`src/rtl/fcb_pkg.sv`:
```
package fcb_pkg;
  localparam logic [4:0] FC_RD_SETUP = 5'd0;
  localparam logic [4:0] FC_RD_CNT   = 5'd1;
  localparam logic [4:0] FC_RD_MEM   = 5'd2;
  localparam logic [4:0] FC_RD_ID    = 5'd3;
  localparam logic [4:0] FC_TEST_EN  = 5'd8;
  localparam logic [4:0] FC_ACTION   = 5'd9;
  localparam logic [4:0] FC_LAM_CLR  = 5'd10;
  localparam logic [4:0] FC_WR_SETUP = 5'd16;
  localparam logic [4:0] FC_WR_CNT   = 5'd17;
  localparam logic [4:0] FC_WR_MEM   = 5'd18;
  localparam logic [4:0] FC_LAM_DIS  = 5'd24;
  localparam logic [4:0] FC_SW_TRIG  = 5'd25;
  localparam logic [4:0] FC_LAM_EN   = 5'd26;
  localparam logic [4:0] FC_TEST_SET = 5'd27;

  localparam int N_SETUP = 10;
  localparam logic [3:0] SETUP_LAST = 4'd9;
  localparam logic [3:0] CNT_LAST   = 4'd6;
  localparam logic [3:0] MEM_LAST   = 4'd2;

  typedef enum logic [2:0] {
    CS_MADDR = 3'd0,
    CS_TRIG  = 3'd1,
    CS_CIRC  = 3'd2,
    CS_SEG   = 3'd3,
    CS_PRE   = 3'd4,
    CS_POST  = 3'd5,
    CS_RDSZ  = 3'd6
  } cnt_sel_e;

  typedef enum logic [3:0] {
    OP_NONE,
    OP_RD_SETUP,
    OP_WR_SETUP,
    OP_RD_CNT,
    OP_WR_CNT,
    OP_RD_MEM,
    OP_WR_MEM,
    OP_RD_ID,
    OP_ARM,
    OP_ABORT,
    OP_TRIG,
    OP_LAM_CLR,
    OP_LAM_DIS,
    OP_LAM_EN,
    OP_TEST_SET,
    OP_TEST_EN
  } op_e;
endpackage

```
`src/rtl/fcb_decode.sv`:
```
module fcb_decode
  import fcb_pkg::*;
(
  input  logic [4:0] func_i,
  input  logic [3:0] sub_i,
  output op_e        op_o
);
  logic sub_zero;
  assign sub_zero = (sub_i == 4'd0);

  always_comb begin
    op_o = OP_NONE;
    case (func_i)
      FC_RD_SETUP: if (sub_i <= SETUP_LAST) op_o = OP_RD_SETUP;
      FC_WR_SETUP: if (sub_i <= SETUP_LAST) op_o = OP_WR_SETUP;
      FC_RD_CNT:   if (sub_i <= CNT_LAST)   op_o = OP_RD_CNT;
      FC_WR_CNT:   if (sub_i <= CNT_LAST)   op_o = OP_WR_CNT;
      FC_RD_MEM:   if (sub_i <= MEM_LAST)   op_o = OP_RD_MEM;
      FC_WR_MEM:   if (sub_i <= MEM_LAST)   op_o = OP_WR_MEM;
      FC_RD_ID:    if (sub_zero)            op_o = OP_RD_ID;
      FC_ACTION: begin
        if (sub_i == 4'd0)      op_o = OP_ARM;
        else if (sub_i == 4'd1) op_o = OP_ABORT;
      end
      FC_SW_TRIG:  if (sub_zero) op_o = OP_TRIG;
      FC_LAM_CLR:  if (sub_zero) op_o = OP_LAM_CLR;
      FC_LAM_DIS:  if (sub_zero) op_o = OP_LAM_DIS;
      FC_LAM_EN:   if (sub_zero) op_o = OP_LAM_EN;
      FC_TEST_SET: if (sub_zero) op_o = OP_TEST_SET;
      FC_TEST_EN:  if (sub_zero) op_o = OP_TEST_EN;
      default:     op_o = OP_NONE;
    endcase
  end
endmodule

```
`src/rtl/fcb_setup_file.sv`:
```
module fcb_setup_file #(
  parameter int DATA_W = 24,
  parameter int NREG   = 10
) (
  input  logic                     clk,
  input  logic                     rst_n,
  input  logic                     wr_en_i,
  input  logic [3:0]               sel_i,
  input  logic [DATA_W-1:0]        wdata_i,
  output logic [NREG*DATA_W-1:0]   flat_o,
  output logic [DATA_W-1:0]        rdata_o
);
  logic [DATA_W-1:0] regs_q [NREG];

  for (genvar g = 0; g < NREG; g++) begin : g_reg
    always_ff @(posedge clk) begin
      if (!rst_n)
        regs_q[g] <= '0;
      else if (wr_en_i && (sel_i == 4'(g)))
        regs_q[g] <= wdata_i;
    end
    assign flat_o[g*DATA_W +: DATA_W] = regs_q[g];
  end

  always_comb begin
    rdata_o = '0;
    for (int k = 0; k < NREG; k++)
      if (sel_i == 4'(k)) rdata_o = regs_q[k];
  end
endmodule

```
`src/rtl/fcb_counters.sv`:
```
module fcb_counters
  import fcb_pkg::*;
#(
  parameter int DATA_W    = 24,
  parameter int CNT_W     = 17,
  parameter int MEM_DEPTH = 131072,
  parameter int ADDR_W    = $clog2(MEM_DEPTH)
) (
  input  logic              clk,
  input  logic              rst_n,
  input  logic              wr_en_i,
  input  logic [2:0]        sel_i,
  input  logic [DATA_W-1:0] wdata_i,
  input  logic              step_i,
  input  logic              abort_i,
  input  logic [CNT_W-1:0]  trig_addr_i,
  output logic [ADDR_W-1:0] mem_addr_o,
  output logic              rdsz_zero_o,
  output logic [CNT_W-1:0]  start_seg_o,
  output logic [CNT_W-1:0]  circ_o,
  output logic [CNT_W-1:0]  seg_o,
  output logic [CNT_W-1:0]  pre_o,
  output logic [CNT_W-1:0]  post_o,
  output logic [DATA_W-1:0] rdata_o
);
  localparam logic [ADDR_W-1:0] ADDR_TOP = ADDR_W'(MEM_DEPTH - 1);

  logic [ADDR_W-1:0] addr_q;
  logic [CNT_W-1:0]  rdsz_q;
  logic [CNT_W-1:0]  seg_start_q;
  logic [CNT_W-1:0]  plain_q [2:5];
  logic [CNT_W-1:0]  wcnt;

  assign wcnt = wdata_i[CNT_W-1:0];

  always_ff @(posedge clk) begin
    if (!rst_n || abort_i) begin
      addr_q <= '0;
      rdsz_q <= '0;
    end else if (step_i) begin
      addr_q <= (addr_q == ADDR_TOP) ? '0 : addr_q + 1'b1;
      rdsz_q <= rdsz_q - 1'b1;
    end else if (wr_en_i) begin
      if (sel_i == CS_MADDR) addr_q <= wcnt[ADDR_W-1:0];
      if (sel_i == CS_RDSZ)  rdsz_q <= wcnt;
    end
  end

  always_ff @(posedge clk) begin
    if (!rst_n)
      seg_start_q <= '0;
    else if (wr_en_i && sel_i == CS_TRIG)
      seg_start_q <= wcnt;
  end

  for (genvar g = 2; g <= 5; g++) begin : g_plain
    always_ff @(posedge clk) begin
      if (!rst_n)
        plain_q[g] <= '0;
      else if (wr_en_i && sel_i == 3'(g))
        plain_q[g] <= wcnt;
    end
  end

  always_comb begin
    case (sel_i)
      CS_MADDR: rdata_o = DATA_W'(addr_q);
      CS_TRIG:  rdata_o = DATA_W'(trig_addr_i);
      CS_CIRC:  rdata_o = DATA_W'(plain_q[2]);
      CS_SEG:   rdata_o = DATA_W'(plain_q[3]);
      CS_PRE:   rdata_o = DATA_W'(plain_q[4]);
      CS_POST:  rdata_o = DATA_W'(plain_q[5]);
      CS_RDSZ:  rdata_o = DATA_W'(rdsz_q);
      default:  rdata_o = '0;
    endcase
  end

  assign mem_addr_o  = addr_q;
  assign rdsz_zero_o = (rdsz_q == '0);
  assign start_seg_o = seg_start_q;
  assign circ_o      = plain_q[2];
  assign seg_o       = plain_q[3];
  assign pre_o       = plain_q[4];
  assign post_o      = plain_q[5];
endmodule

```
`src/rtl/fcb_lam.sv`:
```
module fcb_lam (
  input  logic clk,
  input  logic rst_n,
  input  logic set_i,
  input  logic clr_i,
  input  logic en_i,
  input  logic dis_i,
  input  logic abort_i,
  output logic pend_o,
  output logic en_o
);
  always_ff @(posedge clk) begin
    if (!rst_n || abort_i) pend_o <= 1'b0;
    else if (set_i)        pend_o <= 1'b1;
    else if (clr_i)        pend_o <= 1'b0;
  end

  always_ff @(posedge clk) begin
    if (!rst_n)     en_o <= 1'b0;
    else if (en_i)  en_o <= 1'b1;
    else if (dis_i) en_o <= 1'b0;
  end
endmodule

```
`src/rtl/fcb_crate_slave.sv`:
```
module fcb_crate_slave
  import fcb_pkg::*;
#(
  parameter int DATA_W    = 24,
  parameter int SAMPLE_W  = 8,
  parameter int CNT_W     = 17,
  parameter int MEM_DEPTH = 131072,
  parameter int MODULE_ID = 4,
  localparam int ADDR_W   = $clog2(MEM_DEPTH),
  localparam int SETUP_FW = N_SETUP * DATA_W
) (
  input  logic                clk,
  input  logic                rst_n,
  input  logic                cmd_strobe_i,
  input  logic [4:0]          cmd_func_i,
  input  logic [3:0]          cmd_sub_i,
  input  logic [DATA_W-1:0]   cmd_wdata_i,
  output logic                rsp_valid_o,
  output logic [DATA_W-1:0]   rsp_data_o,
  output logic                rsp_x_o,
  output logic                rsp_q_o,
  output logic [SETUP_FW-1:0] setup_o,
  output logic [CNT_W-1:0]    start_seg_o,
  output logic [CNT_W-1:0]    circ_buf_o,
  output logic [CNT_W-1:0]    seg_size_o,
  output logic [CNT_W-1:0]    pretrig_o,
  output logic [CNT_W-1:0]    posttrig_o,
  input  logic [CNT_W-1:0]    trig_addr_i,
  output logic [ADDR_W-1:0]   mem_addr_o,
  input  logic [SAMPLE_W-1:0] mem_rd_ch1_i,
  input  logic [SAMPLE_W-1:0] mem_rd_ch2_i,
  output logic [1:0]          mem_we_o,
  output logic [ADDR_W-1:0]   mem_waddr_o,
  output logic [SAMPLE_W-1:0] mem_wdata_ch1_o,
  output logic [SAMPLE_W-1:0] mem_wdata_ch2_o,
  output logic                arm_o,
  output logic                abort_o,
  output logic                soft_trig_o,
  input  logic                lam_set_i,
  output logic                lam_req_o
);
  logic        strobe_q;
  logic        fire;
  op_e         op;
  logic        mem_op, mem_ok, step;
  logic        rdsz_zero;
  logic        lam_pend, lam_en;
  logic [DATA_W-1:0] setup_rd, cnt_rd, rd_word;
  logic        x_c, q_c;
  logic [1:0]  we_mask;

  always_ff @(posedge clk) begin
    if (!rst_n) strobe_q <= 1'b0;
    else        strobe_q <= cmd_strobe_i;
  end
  assign fire = cmd_strobe_i && !strobe_q;

  fcb_decode u_dec (
    .func_i (cmd_func_i),
    .sub_i  (cmd_sub_i),
    .op_o   (op)
  );

  assign mem_op = (op == OP_RD_MEM) || (op == OP_WR_MEM);
  assign mem_ok = !rdsz_zero;
  assign step   = fire && mem_op && mem_ok;

  fcb_setup_file #(.DATA_W(DATA_W), .NREG(N_SETUP)) u_setup (
    .clk     (clk),
    .rst_n   (rst_n),
    .wr_en_i (fire && op == OP_WR_SETUP),
    .sel_i   (cmd_sub_i),
    .wdata_i (cmd_wdata_i),
    .flat_o  (setup_o),
    .rdata_o (setup_rd)
  );

  fcb_counters #(
    .DATA_W(DATA_W), .CNT_W(CNT_W), .MEM_DEPTH(MEM_DEPTH), .ADDR_W(ADDR_W)
  ) u_cnt (
    .clk         (clk),
    .rst_n       (rst_n),
    .wr_en_i     (fire && op == OP_WR_CNT),
    .sel_i       (cmd_sub_i[2:0]),
    .wdata_i     (cmd_wdata_i),
    .step_i      (step),
    .abort_i     (fire && op == OP_ABORT),
    .trig_addr_i (trig_addr_i),
    .mem_addr_o  (mem_addr_o),
    .rdsz_zero_o (rdsz_zero),
    .start_seg_o (start_seg_o),
    .circ_o      (circ_buf_o),
    .seg_o       (seg_size_o),
    .pre_o       (pretrig_o),
    .post_o      (posttrig_o),
    .rdata_o     (cnt_rd)
  );

  fcb_lam u_lam (
    .clk     (clk),
    .rst_n   (rst_n),
    .set_i   (lam_set_i),
    .clr_i   (fire && op == OP_LAM_CLR),
    .en_i    (fire && op == OP_LAM_EN),
    .dis_i   (fire && op == OP_LAM_DIS),
    .abort_i (fire && op == OP_ABORT),
    .pend_o  (lam_pend),
    .en_o    (lam_en)
  );
  assign lam_req_o = lam_pend && lam_en;

  always_comb begin
    rd_word = '0;
    case (op)
      OP_RD_SETUP: rd_word = setup_rd;
      OP_RD_CNT:   rd_word = cnt_rd;
      OP_RD_ID:    rd_word = DATA_W'(MODULE_ID);
      OP_RD_MEM: begin
        case (cmd_sub_i)
          4'd0:    rd_word = DATA_W'({mem_rd_ch2_i, mem_rd_ch1_i});
          4'd1:    rd_word = DATA_W'(mem_rd_ch1_i);
          default: rd_word = DATA_W'(mem_rd_ch2_i);
        endcase
      end
      default:     rd_word = '0;
    endcase
  end

  always_comb begin
    x_c = (op != OP_NONE);
    case (op)
      OP_NONE:     q_c = 1'b0;
      OP_TEST_SET: q_c = lam_pend;
      OP_TEST_EN:  q_c = lam_pend && lam_en;
      OP_RD_MEM,
      OP_WR_MEM:   q_c = mem_ok;
      default:     q_c = 1'b1;
    endcase
  end

  always_comb begin
    case (cmd_sub_i)
      4'd0:    we_mask = 2'b11;
      4'd1:    we_mask = 2'b01;
      default: we_mask = 2'b10;
    endcase
  end

  always_ff @(posedge clk) begin
    if (!rst_n) begin
      rsp_valid_o     <= 1'b0;
      rsp_x_o         <= 1'b0;
      rsp_q_o         <= 1'b0;
      rsp_data_o      <= '0;
      mem_we_o        <= '0;
      mem_waddr_o     <= '0;
      mem_wdata_ch1_o <= '0;
      mem_wdata_ch2_o <= '0;
      arm_o           <= 1'b0;
      abort_o         <= 1'b0;
      soft_trig_o     <= 1'b0;
    end else begin
      rsp_valid_o <= fire;
      rsp_x_o     <= fire && x_c;
      rsp_q_o     <= fire && q_c;
      rsp_data_o  <= fire ? rd_word : '0;
      mem_we_o    <= (step && op == OP_WR_MEM) ? we_mask : 2'b00;
      arm_o       <= fire && op == OP_ARM;
      abort_o     <= fire && op == OP_ABORT;
      soft_trig_o <= fire && op == OP_TRIG;
      if (step && op == OP_WR_MEM) begin
        mem_waddr_o     <= mem_addr_o;
        mem_wdata_ch1_o <= cmd_wdata_i[SAMPLE_W-1:0];
        mem_wdata_ch2_o <= (cmd_sub_i == 4'd0) ? cmd_wdata_i[2*SAMPLE_W-1:SAMPLE_W]
                                               : cmd_wdata_i[SAMPLE_W-1:0];
      end
    end
  end
endmodule

```
`config.mk`:
```
export PLATFORM = sky130hd
export DESIGN_NAME = fcb_crate_slave
export DESIGN_NICKNAME = d
export VERILOG_FILES = /design/src/rtl/fcb_pkg.sv /design/src/rtl/fcb_decode.sv /design/src/rtl/fcb_setup_file.sv /design/src/rtl/fcb_counters.sv /design/src/rtl/fcb_lam.sv /design/src/rtl/fcb_crate_slave.sv
export SDC_FILE = /design/constraint.sdc
export NUM_CORES = 1
export LEC_CHECK = 0
export ABC_AREA = 1
export BUFFER_PORTS_ARGS = -buffer_cell sky130_fd_sc_hd__clkbuf_2
export CORE_MARGIN = 2
export CORE_UTILIZATION = 50
export DETAILED_ROUTE_END_ITERATION = 8
export GPL_TIMING_DRIVEN = 0
export PLACE_DENSITY = 0.71
export SLEW_MARGIN = 20
export SYNTH_ARGS = -nofsm -noshare
export SYNTH_HDL_FRONTEND = slang
export SYNTH_HIERARCHICAL = 1
export SYNTH_SLANG_ARGS = --single-unit
```
`constraint.sdc`:
```
create_clock -name clk -period 5.53 [get_ports clk]
set_input_delay 0.2765 -clock clk [delete_from_list [all_inputs] [get_ports clk]]
set_output_delay 0.2765 -clock clk [all_outputs]
set_load 0.005 [all_outputs]
```
==> metrics, run 1 <==
status completed; crit share post-route 65.1%; num ports 478; FILL cells 3,493; TritonCTS buffer count 45; via count 19,628; Max Slew Vio Count 0; Critical Path RT 5.82 ns; ys flop type edfxtp_1; vias in the first global route 18,327; Post-synth EDFFs 308; post-synthesis sequential area ratio 58.0%; Yosys reg bits 427; largest cells by area after synthesis edfxtp_1 46%, dfxtp_1 12%, nand2_1 11%; layout cells sized above 1 24.3%; max incr delay on CP around 0.52 ns; CTS sink cnt between 400 and 500; largest net degree at the start of global routing 25; CP endpoint kind register; post-synthesis cell area 20,100 µm²; Yosys Warn Count 6; worst hold path class primary input to register; commonest non-fill, non-tap cell in the layout nand2_1; Tmin final 3.60 ns; cts repair resizes 0; Combinational Power Share 6.8%; Antenna Nets Post-Route 0; Sw Ratio about a quarter; Clock Latency Late Sink slightly below 0.6 ns; final cell utilization of the core 62.9%; htree depth 2; Residual DRC 0; Crit Path Max Fanout 14; number of post-CTS setup repair buffers 0; Worst-path clk slew 0.06 ns; Initial Util 50.6%; Clk pwr share a little over two fifths; share of async-settable or async-resettable flops after synthesis 0%; setup ws final 1.93 ns; die extent in x just over 200 µm; Reg power frac 49.3%; Synth cell types 42; Fmax roughly 280 MHz; DP Worst Slack 1.31 ns; Routed wire per std cell 23.6 µm; Post-CTS Hold Buffers 5; Hold Fails Final Rpt 0; Mapped Cells 2,362; Worst EP arrival 3.89 ns; FF+latch area 11,600 µm²; initial antenna violation count 3; Mean Syn Cell Area 8.50 µm²; Leak ~12 nW; NumNets Final slightly below 3,000; GRT Residual Overflow 0; Iter 0 DRT Violations about 2,600; VDD IR-drop max approximately 0.00026 V; Port Buffers 477; crit path cell chain clkbuf_2 -> nor2_1 -> nand2_1 -> inv_1 -> nand2_1 -> nand3_1 -> nand2_1 -> nand2_1 -> inv_2 -> nand2_1 -> nor3_1 -> clkbuf_1 -> buf_2 -> inv_1 -> o21ai_4 -> buf_16; drt via density 5.66; worst slew pin tran between 0.9 and 1 ns; Slew headroom 33.6%; Routed WL roughly 82,000 µm; root buf cell clkbuf_16; Fin Clk Skew 0.0171 ns; P&R area growth vs syn 24.3%; commonest cells after routing, fill and taps aside 570 x nand2_1, 564 x nor2_1, 478 x clkbuf_2; Synth area leader edfxtp_1; Core ar. 39,600 µm²; clk buf depth 3; GRT Overall Usage 38.4%; TNS Setup 0 ns; num rows between 70 and 80; Critical Path Most Common Cell nand2_1; Die Ht between 200 and 250 µm; die area 41,700 µm²; kind of critical path primary input to register; P_sw ~1.7 mW; Detailed Place HPWL approximately 63,000 µm; global-route wire length before repair 117,000 µm; startpoint types primary input; Max-cap violations 0; DRT Pass-1 Iters 6; Pwr per Cell Area 287 nW/µm²; TritonCTS clock tree yes; CP max stage cell o21ai_4; RSZ-0062 raised after global routing no; routability cong. roughly 1; Final Power 7.16 mW; # setup viols final 0; internal power 5.43 mW; Multi-input gate area 7030 µm²; post-synth top area share 46.1%
-- path summary, 6_finish.rpt --
kind	end	startpoint	cells past startpoint	slack (ns)
max	u_setup/regs_q[4][7]	cmd_sub_i[1]	16	1.93
min	mem_wdata_ch1_o[2]	cmd_wdata_i[2]	3	0.06
max reg2reg	u_cnt/rdsz_q[15]	u_cnt/rdsz_q[0]	14	2.05
min reg2reg	rsp_valid_o	strobe_q	1	0.50
-- routing by layer --
metal	vias to the layer above	part of all wire, %	track usage, %
met1	9294	39	52.1
met5	-	0.029	0
met4	4	5.2	19.0
met2	1376	45	59.2
li1	8742	-	-
met3	212	11	7.17
-- power by group through the flow --
stage	sequential (mW)	combinational (mW)	clock [mW]
2_1_floorplan	3.59	0.196	0
3_3_place_gp	3.60	0.444	0
3_5_place_dp	3.60	0.466	0
4_1_cts	3.53	0.472	3.16
5_1_grt	3.54	0.510	3.28
6_report	3.53	0.484	3.15
-- critical path, delay by kind of cell --
kind / cells / cell delay (ns)
AO/OA/AOI/OAI: 1 / 0.52
buffers and inverters: 7 / 1.87
AND/OR/NAND/NOR: 8 / 1.20
-- synthesized netlist by cell type, types with 17 or more instances --
library cell,instances
inv_2,17
dfxtp_1,119
o21ai_1,30
buf_2,48
nand4_1,74
nand3_1,121
nor2_1,564
o21ai_0,60
inv_1,198
a31oi_1,19
edfxtp_1,308
nand2_1,576
clkbuf_1,25
clkinv_1,26
a21oi_1,68
-- cell type report --
type | count | share of cell area [%]
Tap cell | 525 | 2.63
Sequential cell | 427 | 46.6
Antenna cell | 1 | 0.0100
Buffer | 103 | 2.37
Multi-Input combinational cell | 1595 | 28.2
Timing Repair Buffer | 490 | 10.4
Clock inverter | 27 | 1.22
Inverter | 243 | 3.67
Clock buffer | 55 | 4.91
-- logic make-up (layout without fill, tap and decap cells) --
logic type / Yosys count / count (layout) / share of synthesized area [%]
fa+ha+maj: 3 / 3 / 0.187
buf+inv: 346 / 918 / 7.51
simple gates: 1392 / 1392 / 29.1
compound gates: 190 / 190 / 5.08
other cells: 1 / 8 / 0.0187
xor+xnor: 3 / 3 / 0.131
flops: 427 / 427 / 58.0
-- registers in the layout, indices dropped and copies added, names as in the netlist --
signal,flops
rsp_data_o,24
mem_wdata_ch1_o,8
u_cnt/start_seg_o,17
strobe_q,1
rsp_x_o,1
u_cnt/rdsz_q,17
mem_wdata_ch2_o,8
u_cnt/mem_addr_o,17
u_lam/pend_o,1
rsp_q_o,1
soft_trig_o,1
u_setup/regs_q,240
rsp_valid_o,1
mem_we_o,2
mem_waddr_o,17
u_lam/en_o,1
arm_o,1
abort_o,1
u_cnt/plain_q,68
-- per-stage QoR --
step                      instances  hold slack, ns  cell area (µm²)
after CTS                      3465          0.0406            24900
after global placement         3370           0.469            23100
after floorplan                2368           0.398            20100
after detailed placement       3378           0.480            23300
final                          3466          0.0552            24900
after global routing           3465          0.0836            24900
Power figures use the tool's default switching activity.
==> run 2: changes to the inputs <==
--- a/config.mk
+++ b/config.mk
@@ -8,10 +8,10 @@
 export ABC_AREA = 1
 export BUFFER_PORTS_ARGS = -buffer_cell sky130_fd_sc_hd__clkbuf_2
 export CORE_MARGIN = 2
-export CORE_UTILIZATION = 50
+export CORE_UTILIZATION = 49
 export DETAILED_ROUTE_END_ITERATION = 8
 export GPL_TIMING_DRIVEN = 0
-export PLACE_DENSITY = 0.71
+export PLACE_DENSITY = 0.73
 export SLEW_MARGIN = 20
 export SYNTH_ARGS = -nofsm -noshare
 export SYNTH_HDL_FRONTEND = slang
==> constraint.sdc (replaced) <==
create_clock -name clk -period 3 [get_ports clk]
set_input_delay 0.15 -clock clk [delete_from_list [all_inputs] [get_ports clk]]
set_output_delay 0.15 -clock clk [all_outputs]
set_load 0.005 [all_outputs]
==> run 2 against run 1 <==
Effect of this change:
- routed wire length is 1.3% lower
- setup slack worse by 1.8 ns
- clock-buffer cell count is 10 higher
- largest cell class unchanged
- largest power group unchanged
- highest routed layer unchanged
==> metrics, run 2 (same netlist as run 1, synthesis figures left out) <==
status completed; Hold Path Sink mem_wdata_ch2_o[5]; Slew headroom roughly 40%; Routed wire per std cell roughly 23 µm; CP max stage cell clkbuf_2; Critical Path Most Common Cell nand2_1; max incr delay on CP roughly 0.39 ns; Iter 0 DRT Violations 2,615; die extent in x 206 µm; FILL cells 3,491; Worst-path clk slew 0.06 ns; Multi-input gate area approximately 7000 µm²; RSZ-0062 raised after global routing no; Fmax between 300 and 400 MHz; CP endpoint kind register; Tmin final between 2 and 3 ns; initial antenna violation count 6; kind of critical path primary input to register; reg2reg path depth 15; num ports 478; drt via density approximately 5.7; worst slew pin tran 0.913 ns; vias in the first global route 18,147; VDD IR-drop max 0.000375 V; layout cells sized above 1 24.3%; root buf cell clkbuf_16; largest net degree at the start of global routing 25; worst hold path class primary input to register; commonest non-fill, non-tap cell in the layout nand2_1; num rows 74; CP delay by family, top buffers and inverters; reg2reg setup slack between 0.3 and 0.4 ns; Worst EP arrival 3.12 ns; CP Buf/Inv Count 7; routability cong. 0.979; # setup viols final 0; Leak 11.6 nW; TritonCTS buffer count 45; Max-cap violations 0; Routed WL slightly above 80,000 µm; Max Slew Vio Count 0; Detailed Place HPWL 62,600 µm; TritonCTS clock tree yes; Core ar. between 40,000 and 50,000 µm²; Die Ht 206 µm; P&R area growth vs syn 25.4%; WHS Path Cells 5; Final Cell Area ~25,000 µm²; r2r endpoint u_cnt/rdsz_q[10]; Residual DRC 0; crit share post-route 94.0%; die area about 43,000 µm²; commonest cells after routing, fill and taps aside 570 x nand2_1, 563 x nor2_1, 478 x clkbuf_2; global-route wire length before repair 114,000 µm; Port Buffers around 480; via count 19,851; clk buf depth 3; post-route insts no fill ~3,500; Fin Clk Skew roughly 0.019 ns; GRT Residual Overflow 0; NumNets Final 2,999; HP Start cmd_wdata_i[13]; Largest Register u_setup/regs_q; Initial Util roughly half; Regs by FF count u_setup/regs_q: 240 flops, u_cnt/plain_q: 68 flops, rsp_data_o: 24 flops; FF+latch area 11,600 µm²; CTS sink cnt 427; max reg flops 240; RR Startpoint u_cnt/rdsz_q[1]; Pwr per Cell Area roughly 520 nW/µm²; crit path cell chain clkbuf_2 -> nor2_1 -> nand2_1 -> inv_1 -> nand2_1 -> nand3_1 -> nand2_1 -> nand2_1 -> inv_2 -> nand2_1 -> nor3_1 -> clkbuf_2 -> buf_2 -> inv_1 -> o21ai_4 -> buf_16; Critical Path RT around 3.3 ns; Placed Area 23,400 µm²; Crit Path Max Fanout 15; placed cell count 3,385; GRT Overall Usage 36.6%; Hold Fails Final Rpt 0; Clock Latency Late Sink about 0.60 ns; DRT Pass-1 Iters 6; startpoint types primary input; Antenna Nets Post-Route 0; htree depth 2
-- run 2: changes by cell type in the layout (fill, tap and decap cells not counted), sizes merged --
cell and delta:
clkinvlp +2, clkinv -10, dlygate4sd3 +17, inv +1, bufinv -2, clkbuf +10, buf +4
-- run 2: stage by stage --
step           total power [mW]  hold slack, ns  setup slack, ns  utilization (%)  TNS [ns]
6_report                   13.2          0.0180            0.179             61.9         0
5_1_grt                    13.4          0.0521           0.0346             61.9         0
4_1_cts                    13.2         0.00430          0.00123             61.8         0
3_5_place_dp               7.49           0.390           -0.919             57.5   -215.35
3_3_place_gp               7.46           0.388            -1.90             56.9   -381.06
2_1_floorplan              6.98           0.272           -0.214                -    -20.54
-- run 2: report_power, final --
group | total, mW | internal (mW) | switching (mW)
Combinational | 0.918 | 0.254 | 0.664
Sequential | 6.51 | 6.42 | 0.0908
Clock | 5.73 | 3.31 | 2.42
-- run 2: per-layer routing --
| metal | share of wire (%) | up-vias | GRT usage, % |
|---|---|---|---|
| li1 | - | 8789 | - |
| met1 | 37 | 9414 | 47.8 |
| met2 | 45 | 1395 | 57.2 |
| met3 | 12 | 245 | 8.22 |
| met4 | 5.7 | 8 | 19.2 |
| met5 | 0.068 | - | 0 |
-- run 2: worst max path at each step --
stage | endpoint | start | slack, ns | cells past startpoint
2_1_floorplan | u_setup/regs_q[1][0] | cmd_sub_i[2] | -0.21 | 12
3_3_place_gp | u_setup/regs_q[1][9] | cmd_sub_i[1] | -1.90 | 15
3_5_place_dp | u_setup/regs_q[0][11] | cmd_sub_i[1] | -0.92 | 15
4_1_cts | u_cnt/rdsz_q[1] | u_cnt/rdsz_q[0] | 0.001 | 15
5_1_grt | u_setup/regs_q[1][14] | cmd_sub_i[2] | 0.03 | 16
6_report | u_setup/regs_q[3][7] | cmd_sub_i[2] | 0.18 | 16
-- run 2: layout make-up --
cell class | instances | share of cell area (%)
Clock inverter | 18 | 0.815
Multi-Input combinational cell | 1595 | 27.9
Tap cell | 532 | 2.64
Clock buffer | 65 | 5.18
Sequential cell | 427 | 46.2
Antenna cell | 1 | 0.00994
Timing Repair Buffer | 511 | 11.2
Buffer | 103 | 2.35
Inverter | 243 | 3.64
-- run 2: worst reg2reg max path: cells and delay by family (launching register included) --
kind	cells	cell delay, ns
simple gates	7	1.08
buf+inv	5	0.69
flops	1	0.34
fa+ha+maj	1	0.22
compound gates	2	0.29
-- run 2: repair_timing --
action                                  4_1_cts  5_1_grt
hold buffers                                 22        0
setup buffers                                 0        4
gates resized for setup                       8        3
pin swaps                                     0        4
endpoints found under the setup margin      209      104
hold endpoints to repair                     22        0
